==> src/rtl/sal_pkg.sv <==
// Package: shared types for the station address loader.
// Assumes: nothing beyond IEEE 1800-2017.
package sal_pkg;

    // Top-level sequencing phases.
    typedef enum logic [1:0] {
        LD_IDLE  = 2'd0,
        LD_FETCH = 2'd1,
        LD_FRAME = 2'd2
    } ld_state_e;

    // Bits needed to add n unsigned words of width w without overflow.
    function automatic int sum_width(input int w, input int n);
        return w + ((n > 1) ? $clog2(n) : 0);
    endfunction

endpackage

==> src/rtl/sal_word_fetch.sv <==
// Module: sal_word_fetch
// Reads NUM_WORDS consecutive words from the memory master, starting at
// BASE_WORD. Only one request is outstanding at a time.
// Assumes: go_i is pulsed only while no fetch is running; the master
// returns data in the same cycle as the grant.
module sal_word_fetch #(
    parameter int WORD_W    = 16,
    parameter int NUM_WORDS = 3,
    parameter int EE_AW     = 8,
    parameter int BASE_WORD = 'h0A
) (
    input  logic                        clk,
    input  logic                        rst_n,
    input  logic                        go_i,
    output logic                        ee_req_o,
    output logic [EE_AW-1:0]            ee_addr_o,
    input  logic                        ee_gnt_i,
    input  logic [WORD_W-1:0]           ee_data_i,
    output logic [NUM_WORDS*WORD_W-1:0] words_o,
    output logic                        done_o
);
    localparam int IDX_W = (NUM_WORDS > 1) ? $clog2(NUM_WORDS) : 1;
    localparam logic [IDX_W-1:0] LAST_IDX = IDX_W'(NUM_WORDS - 1);
    localparam logic [EE_AW-1:0] BASE_A   = EE_AW'(BASE_WORD);
    localparam logic [EE_AW-1:0] LAST_A   = EE_AW'(BASE_WORD + NUM_WORDS - 1);

    logic                        req_q;
    logic [IDX_W-1:0]            idx_q;
    logic [NUM_WORDS*WORD_W-1:0] words_q;
    logic                        done_q;

    // Request and capture sequencer: advance one word per grant.
    always_ff @(posedge clk) begin
        if (!rst_n) begin
            req_q   <= 1'b0;
            idx_q   <= '0;
            words_q <= '0;
            done_q  <= 1'b0;
        end else begin
            done_q <= 1'b0;
            if (go_i) begin
                req_q <= 1'b1;
                idx_q <= '0;
            end else if (req_q && ee_gnt_i) begin
                words_q[idx_q*WORD_W +: WORD_W] <= ee_data_i;
                if (idx_q == LAST_IDX) begin
                    req_q  <= 1'b0;
                    done_q <= 1'b1;
                end else begin
                    idx_q <= idx_q + 1'b1;
                end
            end
        end
    end

    assign ee_req_o  = req_q;
    assign ee_addr_o = BASE_A + EE_AW'(idx_q);
    assign words_o   = words_q;
    assign done_o    = done_q;

    // a pending request keeps its address until granted.
    a_r1_req_hold: assert property (@(posedge clk) disable iff (!rst_n)
        (ee_req_o && !ee_gnt_i) |=> (ee_req_o && $stable(ee_addr_o)));

    // requests stay inside the address window.
    a_r1_addr_window: assert property (@(posedge clk) disable iff (!rst_n)
        ee_req_o |-> (ee_addr_o >= BASE_A && ee_addr_o <= LAST_A));

    // completion follows the grant of the last word.
    a_r1_done_after_last: assert property (@(posedge clk) disable iff (!rst_n)
        done_o |-> ($past(ee_gnt_i) && $past(ee_addr_o) == LAST_A));

endmodule

==> src/rtl/sal_addr_check.sv <==
// Module: sal_addr_check
// Reorders the fetched words into address bytes, first byte in the top
// bits, and applies the unsigned-sum validity test.
// Assumes: WORD_W is a multiple of 8 and each word is stored low byte first.
module sal_addr_check #(
    parameter int WORD_W    = 16,
    parameter int NUM_WORDS = 3
) (
    input  logic [NUM_WORDS*WORD_W-1:0] words_i,
    output logic [NUM_WORDS*WORD_W-1:0] addr_o,
    output logic                        ok_o
);
    import sal_pkg::*;

    localparam int BPW        = WORD_W / 8;
    localparam int ADDR_BYTES = NUM_WORDS * BPW;
    localparam int MAC_W      = ADDR_BYTES * 8;
    localparam int SUM_W      = sum_width(WORD_W, NUM_WORDS);
    localparam logic [SUM_W-1:0] ONE_WORD = SUM_W'((64'd1 << WORD_W) - 64'd1);
    localparam logic [SUM_W-1:0] REJECT_HI = SUM_W'(NUM_WORDS) * ONE_WORD;

    logic [SUM_W-1:0] sum_c;

    // Byte reordering: byte k comes from word k/BPW, lane k%BPW.
    for (genvar k = 0; k < ADDR_BYTES; k++) begin : g_byte
        assign addr_o[MAC_W-1-8*k -: 8] =
            words_i[(k/BPW)*WORD_W + 8*(k%BPW) +: 8];
    end

    // Full-width unsigned sum of all words.
    always_comb begin
        sum_c = '0;
        for (int w = 0; w < NUM_WORDS; w++) begin
            sum_c = sum_c + SUM_W'(words_i[w*WORD_W +: WORD_W]);
        end
    end

    assign ok_o = (sum_c != '0) && (sum_c != REJECT_HI);

endmodule

==> src/rtl/sal_frame_stream.sv <==
// Module: sal_frame_stream
// Writes a FRAME_LEN-byte setup frame, one byte per cycle. Each address
// byte pair goes at the start of a 2**STRIDE_LG byte slot; all else is FILL.
// Assumes: addr_i is stable while the stream runs; 2**STRIDE_LG >= WORD_W/8.
module sal_frame_stream #(
    parameter int         FRAME_LEN = 192,
    parameter int         WORD_W    = 16,
    parameter int         NUM_WORDS = 3,
    parameter int         STRIDE_LG = 2,
    parameter logic [7:0] FILL      = 8'hFF
) (
    input  logic                          clk,
    input  logic                          rst_n,
    input  logic                          go_i,
    input  logic [NUM_WORDS*WORD_W-1:0]   addr_i,
    output logic                          we_o,
    output logic [$clog2(FRAME_LEN)-1:0]  waddr_o,
    output logic [7:0]                    wdata_o,
    output logic                          done_o
);
    localparam int BPW    = WORD_W / 8;
    localparam int MAC_W  = NUM_WORDS * WORD_W;
    localparam int IDX_W  = $clog2(FRAME_LEN);
    localparam int STRIDE = 1 << STRIDE_LG;
    localparam logic [IDX_W-1:0] LAST = IDX_W'(FRAME_LEN - 1);

    logic             active_q;
    logic [IDX_W-1:0] idx_q;
    logic             done_q;
    int               slot_c;
    int               lane_c;

    // Byte counter: runs from 0 to FRAME_LEN-1, then pulses done.
    always_ff @(posedge clk) begin
        if (!rst_n) begin
            active_q <= 1'b0;
            idx_q    <= '0;
            done_q   <= 1'b0;
        end else begin
            done_q <= 1'b0;
            if (go_i) begin
                active_q <= 1'b1;
                idx_q    <= '0;
            end else if (active_q) begin
                if (idx_q == LAST) begin
                    active_q <= 1'b0;
                    done_q   <= 1'b1;
                end else begin
                    idx_q <= idx_q + 1'b1;
                end
            end
        end
    end

    // Byte selection: address byte inside a slot's leading lanes, else fill.
    always_comb begin
        slot_c  = int'(idx_q) >> STRIDE_LG;
        lane_c  = int'(idx_q) & (STRIDE - 1);
        wdata_o = FILL;
        if (slot_c < NUM_WORDS && lane_c < BPW) begin
            wdata_o = addr_i[MAC_W-1-8*(slot_c*BPW+lane_c) -: 8];
        end
    end

    assign we_o    = active_q;
    assign waddr_o = idx_q;
    assign done_o  = done_q;

    // writes come on consecutive cycles at consecutive offsets.
    a_r5_consecutive: assert property (@(posedge clk) disable iff (!rst_n)
        (we_o && waddr_o != LAST) |=> (we_o && waddr_o == $past(waddr_o) + 1'b1));

    // done follows the write of the final offset.
    a_r7_done_after_last: assert property (@(posedge clk) disable iff (!rst_n)
        done_o |-> ($past(we_o) && $past(waddr_o) == LAST));

endmodule

==> src/rtl/station_addr_loader.sv <==
// Module: station_addr_loader (top)
// Fetches the station address, validates it, publishes it, then streams
// the setup frame and reports its length and type with a done pulse.
// Assumes: the memory master serves one read at a time; the frame buffer
// accepts one byte per cycle without back-pressure.
module station_addr_loader #(
    parameter int WORD_W    = 16,
    parameter int NUM_WORDS = 3,
    parameter int EE_AW     = 8,
    parameter int BASE_WORD = 'h0A,
    parameter int FRAME_LEN = 192,
    parameter int STRIDE_LG = 2
) (
    input  logic                           clk,
    input  logic                           rst_n,
    input  logic                           start_i,
    output logic                           done_o,
    output logic                           ee_req_o,
    output logic [EE_AW-1:0]               ee_addr_o,
    input  logic                           ee_gnt_i,
    input  logic [WORD_W-1:0]              ee_data_i,
    output logic [NUM_WORDS*WORD_W-1:0]    mac_addr_o,
    output logic                           mac_valid_o,
    output logic                           frm_we_o,
    output logic [$clog2(FRAME_LEN)-1:0]   frm_addr_o,
    output logic [7:0]                     frm_data_o,
    output logic [$clog2(FRAME_LEN+1)-1:0] desc_len_o,
    output logic                           desc_setup_o
);
    import sal_pkg::*;

    localparam int MAC_W = NUM_WORDS * WORD_W;
    localparam int LEN_W = $clog2(FRAME_LEN + 1);

    ld_state_e              state_q;
    logic                   accept_c;
    logic                   fetch_done;
    logic                   frame_done;
    logic [MAC_W-1:0]       words;
    logic [MAC_W-1:0]       addr_chk;
    logic                   addr_ok;
    logic [MAC_W-1:0]       mac_q;
    logic                   valid_q;

    assign accept_c = start_i && (state_q == LD_IDLE);

    sal_word_fetch #(
        .WORD_W    (WORD_W),
        .NUM_WORDS (NUM_WORDS),
        .EE_AW     (EE_AW),
        .BASE_WORD (BASE_WORD)
    ) fetch_i (
        .clk       (clk),
        .rst_n     (rst_n),
        .go_i      (accept_c),
        .ee_req_o  (ee_req_o),
        .ee_addr_o (ee_addr_o),
        .ee_gnt_i  (ee_gnt_i),
        .ee_data_i (ee_data_i),
        .words_o   (words),
        .done_o    (fetch_done)
    );

    sal_addr_check #(
        .WORD_W    (WORD_W),
        .NUM_WORDS (NUM_WORDS)
    ) check_i (
        .words_i (words),
        .addr_o  (addr_chk),
        .ok_o    (addr_ok)
    );

    sal_frame_stream #(
        .FRAME_LEN (FRAME_LEN),
        .WORD_W    (WORD_W),
        .NUM_WORDS (NUM_WORDS),
        .STRIDE_LG (STRIDE_LG),
        .FILL      (8'hFF)
    ) stream_i (
        .clk     (clk),
        .rst_n   (rst_n),
        .go_i    (fetch_done),
        .addr_i  (mac_q),
        .we_o    (frm_we_o),
        .waddr_o (frm_addr_o),
        .wdata_o (frm_data_o),
        .done_o  (frame_done)
    );

    // Phase sequencer: idle -> fetch -> frame -> idle.
    always_ff @(posedge clk) begin
        if (!rst_n) begin
            state_q <= LD_IDLE;
        end else begin
            unique case (state_q)
                LD_IDLE:  if (accept_c)   state_q <= LD_FETCH;
                LD_FETCH: if (fetch_done) state_q <= LD_FRAME;
                LD_FRAME: if (frame_done) state_q <= LD_IDLE;
                default:                  state_q <= LD_IDLE;
            endcase
        end
    end

    // Address publication: cleared on start, loaded once the fetch ends.
    always_ff @(posedge clk) begin
        if (!rst_n) begin
            mac_q   <= '0;
            valid_q <= 1'b0;
        end else if (accept_c) begin
            mac_q   <= '0;
            valid_q <= 1'b0;
        end else if (fetch_done) begin
            mac_q   <= addr_ok ? addr_chk : '0;
            valid_q <= addr_ok;
        end
    end

    assign mac_addr_o   = mac_q;
    assign mac_valid_o  = valid_q;
    assign done_o       = frame_done;
    assign desc_setup_o = frame_done;
    assign desc_len_o   = frame_done ? LEN_W'(FRAME_LEN) : '0;

    // an unvalidated address always reads as zero.
    a_r3_zero_when_invalid: assert property (@(posedge clk) disable iff (!rst_n)
        !mac_valid_o |-> (mac_addr_o == '0));

    // valid rises only at the end of a fetch phase.
    a_r4_valid_after_fetch: assert property (@(posedge clk) disable iff (!rst_n)
        $rose(mac_valid_o) |-> ($past(state_q) == LD_FETCH));

    // no memory request or frame write while idle.
    a_r8_quiet_when_idle: assert property (@(posedge clk) disable iff (!rst_n)
        (state_q == LD_IDLE) |-> (!ee_req_o && !frm_we_o));

endmodule

==> config.mk <==
export PLATFORM = sky130hd
export DESIGN_NAME = station_addr_loader
export DESIGN_NICKNAME = d
export VERILOG_FILES = /design/src/rtl/sal_pkg.sv /design/src/rtl/sal_word_fetch.sv /design/src/rtl/sal_addr_check.sv /design/src/rtl/sal_frame_stream.sv /design/src/rtl/station_addr_loader.sv
export SDC_FILE = /design/constraint.sdc
export NUM_CORES = 1
export LEC_CHECK = 0
export ABC_AREA = 1
export BUFFER_PORTS_ARGS = -buffer_cell sky130_fd_sc_hd__buf_2
export CORE_UTILIZATION = 45
export DETAILED_ROUTE_END_ITERATION = 6
export PLACE_DENSITY = 0.66
export SLEW_MARGIN = 10
export SYNTH_ARGS = -nofsm -noshare
export SYNTH_HDL_FRONTEND = slang
export SYNTH_SLANG_ARGS = --single-unit
==> constraint.sdc <==
create_clock -name clk -period 10.7 [get_ports clk]
set_input_delay 2.14 -clock clk [delete_from_list [all_inputs] [get_ports clk]]
set_output_delay 2.14 -clock clk [all_outputs]
set_load 0.02 [all_outputs]
==> results of run 1 <==
[stage by stage]
step | cells | power, mW | utilization [%] | hold WS (ps)
6_report | 1419 | 1.14 | 54.3 | 459
3_3_place_gp | 1387 | 0.517 | 50.0 | 447
4_1_cts | 1419 | 1.15 | 54.3 | 463
5_1_grt | 1419 | 1.17 | 54.3 | 487
2_1_floorplan | 1142 | 0.506 | - | 441
3_5_place_dp | 1387 | 0.518 | 50.0 | 452
[layout by cell type (no fill, tap or decap), types with 41 or more instances in the layout]
| master | instances |
|---|---|
| nand2_1 | 281 |
| o21ai_0 | 57 |
| buf_2 | 93 |
| ha_1 | 41 |
| nand3_1 | 47 |
| dfxtp_1 | 113 |
| a21oi_1 | 132 |
| inv_1 | 133 |
| nand4_1 | 54 |
| nor2_1 | 138 |
[sequential cells by signal (all words and copies together), names as in the netlist]
| signal | cells |
|---|---|
| fetch_i.words_o | 48 |
| fetch_i.done_o | 1 |
| mac_valid_o | 1 |
| stream_i.we_o | 1 |
| stream_i.waddr_o | 8 |
| state_q | 2 |
| fetch_i.ee_req_o | 1 |
| fetch_i.idx_q | 2 |
| stream_i.done_o | 1 |
| mac_addr_o | 48 |
[routing by layer]
| metal | vias up | GRT usage, % | part of all wire [%] |
|---|---|---|---|
| li1 | 3806 | - | - |
| met1 | 3437 | 39.6 | 50 |
| met2 | 272 | 38.3 | 42 |
| met3 | 34 | 4.66 | 5.9 |
| met4 | 0 | 9.34 | 2.0 |
| met5 | - | 0 | 0 |
[power breakdown]
group	internal [mW]	switching (mW)
registers	0.424	0.00406
logic	0.0190	0.0633
clock network	0.425	0.206
total	0.868	0.273
[worst max-delay path, delay by kind of cell (launching register included)]
kind | cells | cell delay [ps]
buf+inv | 3 | 880
flops | 1 | 870
compound gates | 3 | 600
simple gates | 2 | 150
[final timing paths]
| path | from | to | slack (ps) |
|---|---|---|---|
| hold reg to reg | stream_i.we_o | stream_i.done_o | 460 |
| setup / recovery | stream_i.waddr_o[0] | frm_data_o[1] | 5650 |
| setup reg to reg | fetch_i.words_o[19] | mac_addr_o[45] | 5950 |
| hold / removal | stream_i.we_o | stream_i.done_o | 460 |
[layout make-up]
| class | count | area [µm²] |
|---|---|---|
| fillers | 1608 | 7050 |
| multi-input cells | 827 | 4170 |
| flip-flops and latches | 113 | 2260 |
| inverters | 138 | 518 |
| repair buffers | 98 | 503 |
| clock buffers | 19 | 453 |
| well taps | 211 | 264 |
| clock inverters | 13 | 208 |
[logic make-up after synthesis]
logic type | synth area share [%]
adders and majority gates | 7.64
DFF | 31.2
and+or+nand+nor | 31.6
other | 0.104
xor gates and xnor gates | 2.30
buffers and inverters | 11.7
AOI/OAI and AO/OA | 15.4
==> metrics list, run 1 <==
- Post-synth top flop: dfxtp_1
* Pin count of the biggest net entering global routing: 53
* Hold Path Cell Cnt: 2
- Clock buffers created by TritonCTS: 17
* CP max-delay cell: dfxtp_1
- Leakage: approximately 4 nW
- Global routing used 26.7% of the available tracks.
* Placeable core region: 0.0154 mm²
* Antenna violations before repair: 0
- On the worst path, the slowest cell contributes a delay of ~870 ps.
* IR drop worst, VDD: 0.000127 V
- Most frequent cells after synthesis: nand2_1, nor2_1, inv_1
* Die Ht: 129 µm
* CTS Root Cell: clkbuf_16
- After detailed routing, the average wire length per cell comes to 15.4 µm.
- DRC violation count after routing: 0
* RSZ-0062 raised after global routing: no
* Outcome: finished, final reports clean
- During I/O placement, the number of pins put on the boundary was 105.
- Sum of overflow across all layers after global routing: 0
* Post-CTS setup buffers: 0
* Post-synthesis instance area: a little over 0.007 mm²
- Number of buffer cells added on primary ports: 93
- After routing the design area is 0.00837 mm².
- EDFF count, synth: 0
- Portion of synthesized cell area occupied by the leading cell type: 31.2%
* Detailed-router iteration count before antenna repair: 7
- Layout Area Growth over Synthesis: 15.7%
* DRT antenna net count: 0
- Max clock buf depth: 2
* Clk Latency, worst-skew pair: 420 ps
- After detailed routing, the number of vias per cell comes to around 5.3.
* Worst path cell trace: inv_1, o21ai_0, o22ai_1, inv_1, o32ai_1, nand2_1, nand2_1, buf_2
- Weighted congestion at the end of routability-driven global placement: 0.915
- Number of failing setup endpoints in the final timing report: 0
- dfxtp_1 takes more of the synthesized area than any other cell.
- Data on the critical path is required at its endpoint by between 8000 and 9000 ps.
* Die Width: 129 µm
- Clock skew on the completed layout was measured at 5.91 ps.
- During synthesis, Yosys emitted a total of 0 warnings.
- The number of cells on the worst reg-to-reg path is 23.
- Per-instance average area after synthesis: 6.39 µm²
- Effective utilization at floorplan: a little under half
- Number of hold-repair buffers added at the cts stage: 0
- The min-delay analysis places its worst path in the category reg2reg.
- Post-route worst setup slack: 5650 ps
* Total count of hold-check failures in the final report: 0
- Global-route wire length before repair: 34000 µm
- At the worst endpoint, the arrival time is between 2000 and 3000 ps.
- CTS built an H-tree with a depth of 4.
- In this run the worst path has a maximum fanout of 27.
* Area enclosed by the die boundary: 0.0166 mm²
- Of the available clock period, the critical path in the final layout requires 47.2%.
- Via Count: 7549
- Placement Rows: 45
- Proportion of synthesized chip area in sequential cells: between 30% and 40%
* Slew at the pin closest to its max-slew limit: 1230 ps
- Clock sink count: 113
- Count of mapped cells out of synthesis: 1133
- Area after DPL: 0.00771 mm²
- The synthesized design contains 113 register bits.
* Yosys cell types: 39
- In the synthesized netlist the async set-or-reset flop fraction comes to 0%.
- Peak clock frequency supported by timing: 198 MHz
- Nature of the critical path startpoint: flip-flop
- STA classifies the critical path endpoint as a primary output.
* Final antenna diode count: 0
- CTS tree: yes
* Pwr/cell area: 136 mW/mm²
* Largest cells by area after synthesis: dfxtp_1, nand2_1, a21oi_1
- Gates resized during post-CTS repair numbered 0.
- Cells with a size suffix above 1 make up 11.8% of the layout.
- In the final design database the tool counted about 1.3k nets.
- Setup TNS Final: 0 ps
- In this run the tightest slew margin relative to its limit is around 18%.
* Total detailed-routing wirelength: 21900 µm
- Register clock-pin slew on the reported worst setup and hold paths: 60 ps
- DP HPWL: 16500 µm
- The tool flagged a number of max-cap violations equal to 0.
- Period minus WS final: approximately 5000 ps
* Vias in the first global route: 6506
- Yosys instantiated no cell more often than nand2_1.
- Prior to clock tree synthesis, the placed netlist has a worst setup slack of 6060 ps.
- Violation count after the first detailed-route iteration: 687
- Start-to-end type of the worst setup path: reg2out
* Final Max Slew Viols: 0
No activity file was read; power rests on OpenSTA's default activity.
==> run 2: changes to the inputs <==
--- a/config.mk
+++ b/config.mk
@@ -5,11 +5,11 @@
 export SDC_FILE = /design/constraint.sdc
 export NUM_CORES = 1
 export LEC_CHECK = 0
-export ABC_AREA = 1
+export ABC_AREA = 0
 export BUFFER_PORTS_ARGS = -buffer_cell sky130_fd_sc_hd__buf_2
 export CORE_UTILIZATION = 45
 export DETAILED_ROUTE_END_ITERATION = 6
-export PLACE_DENSITY = 0.66
+export PLACE_DENSITY = 0.69
 export SLEW_MARGIN = 10
 export SYNTH_ARGS = -nofsm -noshare
 export SYNTH_HDL_FRONTEND = slang
==> constraint.sdc (replaced) <==
create_clock -name clk -period 4.5 [get_ports clk]
set_input_delay 0.9 -clock clk [delete_from_list [all_inputs] [get_ports clk]]
set_output_delay 0.9 -clock clk [all_outputs]
set_load 0.02 [all_outputs]
==> metrics list, run 2 <==
- Violation count after the first detailed-route iteration: 800
- Global routing used 27.6% of the available tracks across all layers.
- Of all cell types, the one taking the most synthesized area is dfxtp_1.
- A synthesized cell averages 8.90 µm².
- Sorting the synthesized cells by area gives the leading types as dfxtp_1, ha_1, a32o_1.
- Input and output buffers added on the ports amount to 93.
* Number of failing setup endpoints in the final timing report: 49
* Post-route fraction of the period consumed by the critical path: 107%
* Slew Limit Headroom: 13.2%
- Traced cell by cell, the critical path runs through ha_4, inv_2, fa_2, nand2b_4, a211o_1, nand2_2, a21o_1, a21oi_2, o21bai_1, a21oi_1, xnor2_1, ha_1, nand4_1, nor3_2, o21ai_2, nand3b_1, nor4b_4, nand4_1, or4_4, a211o_4, clkbuf_16, a32o_1.
* Leakage: 3.44 nW
- The number of antenna violations at the first check in global routing was 0.
* Clock buffers created by TritonCTS: 17
- Asr flop ratio synth: 0%
- The number of global-route vias before repair came to 5906.
* Critical Path RT: roughly 4800 ps
- Yosys reg bits: 113
- Fill cell count: 1243
- Reported max-cap violation count: 0
* Number of synthesis warnings: 0
- Placeable core region: 0.0139 mm²
- Worst min-delay path category: reg2reg
- Total count of hold-check failures in the final report: 0
- Final standard cell count with taps included and fillers excluded: 1040
* Final antenna diode count: 0
- The commonest cells after synthesis are dfxtp_1, nand2_1, nand3_1.
- The clock reaches the later pin of the worst-skew pair after 420 ps.
* Crit end category: flip-flop
- Yosys cell types: 54
- The congestion estimate from routability-driven global placement came to 0.918.
- The mapped netlist covers 0.00642 mm².
- IR drop worst, VDD: 0.000251 V
* FF-to-FF path depth: 22
* CP max-delay cell: or4_4
* Die Width: about 120 µm
* IO Pins: around 110
- Timing would allow up to 208 MHz.
- In the post-synthesis netlist, the cell with the most instances is dfxtp_1.
- After routing, the total negative slack on setup checks comes to -13020 ps.
- CTS Root Cell: clkbuf_16
* Average wire per standard cell: around 20 µm
- For this run, the detailed router's first-pass iteration total came to 6.
- CTS tree: yes
* Post-synth top flop: dfxtp_1
- Number of nets in the final layout: 912
* Number of vias per cell: 6.11
- After detailed routing, the number of remaining DRC violations is 0.
- Final Max Slew Viols: 0
- Count of mapped cells out of synthesis: 721
* Arrival time of data at the critical path endpoint: roughly 5100 ps
- CTS H-tree depth: 4
- EDFF count, synth: 0
- Wires add up to 20700 µm.
- Top fanout value on the critical path: 12
* Commonest non-fill, non-tap cells in the layout: dfxtp_1, buf_2, nand2_1, nand3_1, buf_4
- In this run, placement finished with an instance count of 1005.
* Number of hold-repair buffers added at the cts stage: 0
- Violations in the final reports: negative setup slack
* Via Count: 6359
* Period minus WS final: between 4000 and 5000 ps
* Proportion of layout cells with a drive suffix above 1: 27.1%
- DRT antenna net count: 0
- RSZ-0062 raised after global routing: yes
- Outcome: finished, violations left
- The die covers 0.0147 mm².
- The die is 121 µm tall.
- Clock-pin slew was measured on the worst setup and hold paths at 50 ps.
- Tot Pwr: approximately 2.5 mW
- Entering global routing, the biggest net connects 55 pins.
- Global-route wire length before repair: 31000 µm
- Hold Path Cell Cnt: 2
- After legalization and detailed placement, the total HPWL measured 15100 µm.
- The worst setup path is of the reg2reg kind.
* Portion of synthesized cell area occupied by the leading cell type: 35.2%
* Clock sink count: 113
- Among the stages of the critical path, the cell type that occurs most often is nand4_1.
- Counting along the longest clock path gives a buffer depth of 2.
* Largest stage delay on the critical path: 440 ps
- Worst clock skew: 12.2 ps
* Proportion of synthesized chip area in sequential cells: 35.2%
* Pwr/cell area: around 310 mW/mm²
- Slew at the pin closest to its max-slew limit: approximately 1300 ps
- Post-route worst setup slack: -297 ps
* Placement Rows: 43
- Effective utilization at floorplan: a little under half
* Nature of the critical path startpoint: flip-flop
- Leading cell type in the layout, fill and taps excluded: dfxtp_1
* Sum of overflow across all layers after global routing: 0
- From synthesis to final layout, the design area changed by 26.1%.
==> run 2: worst paths after layout <==
path                       startpoint        endpoint  slack (ps)
setup reg to reg  fetch_i.words_o[16]   mac_addr_o[3]        -300
setup / recovery  fetch_i.words_o[16]   mac_addr_o[3]        -300
hold / removal       fetch_i.ee_req_o  fetch_i.done_o         470
hold reg to reg      fetch_i.ee_req_o  fetch_i.done_o         470
==> run 2: critical path, delay by kind of cell (launching register included) <==
kind,cells,cell delay [ps]
adder cells (fa/ha/maj),3,840
flip-flops,1,350
XOR/XNOR,1,140
buffers and inverters,2,230
AO/OA/AOI/OAI,8,1550
AND/OR/NAND/NOR,8,1570
==> run 2: cell families after synthesis <==
group / after synthesis / synth area share, %
AO/OA/AOI/OAI: 207 / 24.1
AND/OR/NAND/NOR: 231 / 17.5
buffers and inverters: 74 / 5.44
multiplexers: 19 / 4.68
XOR/XNOR: 32 / 4.37
adder cells (fa/ha/maj): 43 / 8.62
flip-flops: 113 / 35.2
other: 2 / 0.117
==> run 2: cell type report <==
type                       instances  area (µm²)  share of cell area (%)
clock buffer                      24         502                    6.20
clock inverter                     6        55.1                   0.680
inverter                          16        60.1                   0.742
multi-input combinational        543        3970                    49.1
sequential                       113        2270                    28.0
tap                              180         225                    2.78
timing repair buffer             158        1010                    12.5
==> run 2: repair_timing <==
action / 4_1_cts / 5_1_grt
pin swaps: 3 / 13
buffers inserted: 0 / 2
resized for setup: 7 / 12
hold endpoints to repair: 0 / 0
endpoints found under the setup margin: 49 / 49
cloned: 0 / 3
==> run 2: through the flow <==
stage / hold slack [ps] / util (%) / cell area (µm²) / setup WS, ps
5_1_grt: 504 / 58.3 / 8090 / -530
2_1_floorplan: 435 / - / 6490 / 2.42
3_5_place_dp: 461 / 53.2 / 7380 / -407
4_1_cts: 472 / 57.3 / 7960 / -246
6_report: 472 / 58.3 / 8090 / -297
3_3_place_gp: 443 / 53.2 / 7380 / -293
==> run 2: power breakdown <==
part	switching, mW	internal (mW)	total [mW]
clock network	0.452	0.819	1.27
registers	0.00636	1.01	1.01
logic	0.148	0.0930	0.241
total	0.606	1.92	2.53
==> run 2: metal layers <==
metal | part of all wire [%] | up-vias | GRT usage (%)
met2 | 46 | 344 | 43.7
met3 | 9.3 | 54 | 5.36
met1 | 41 | 3048 | 36.7
li1 | - | 2913 | -
met4 | 3.0 | 0 | 11.3
met5 | 0 | - | 0
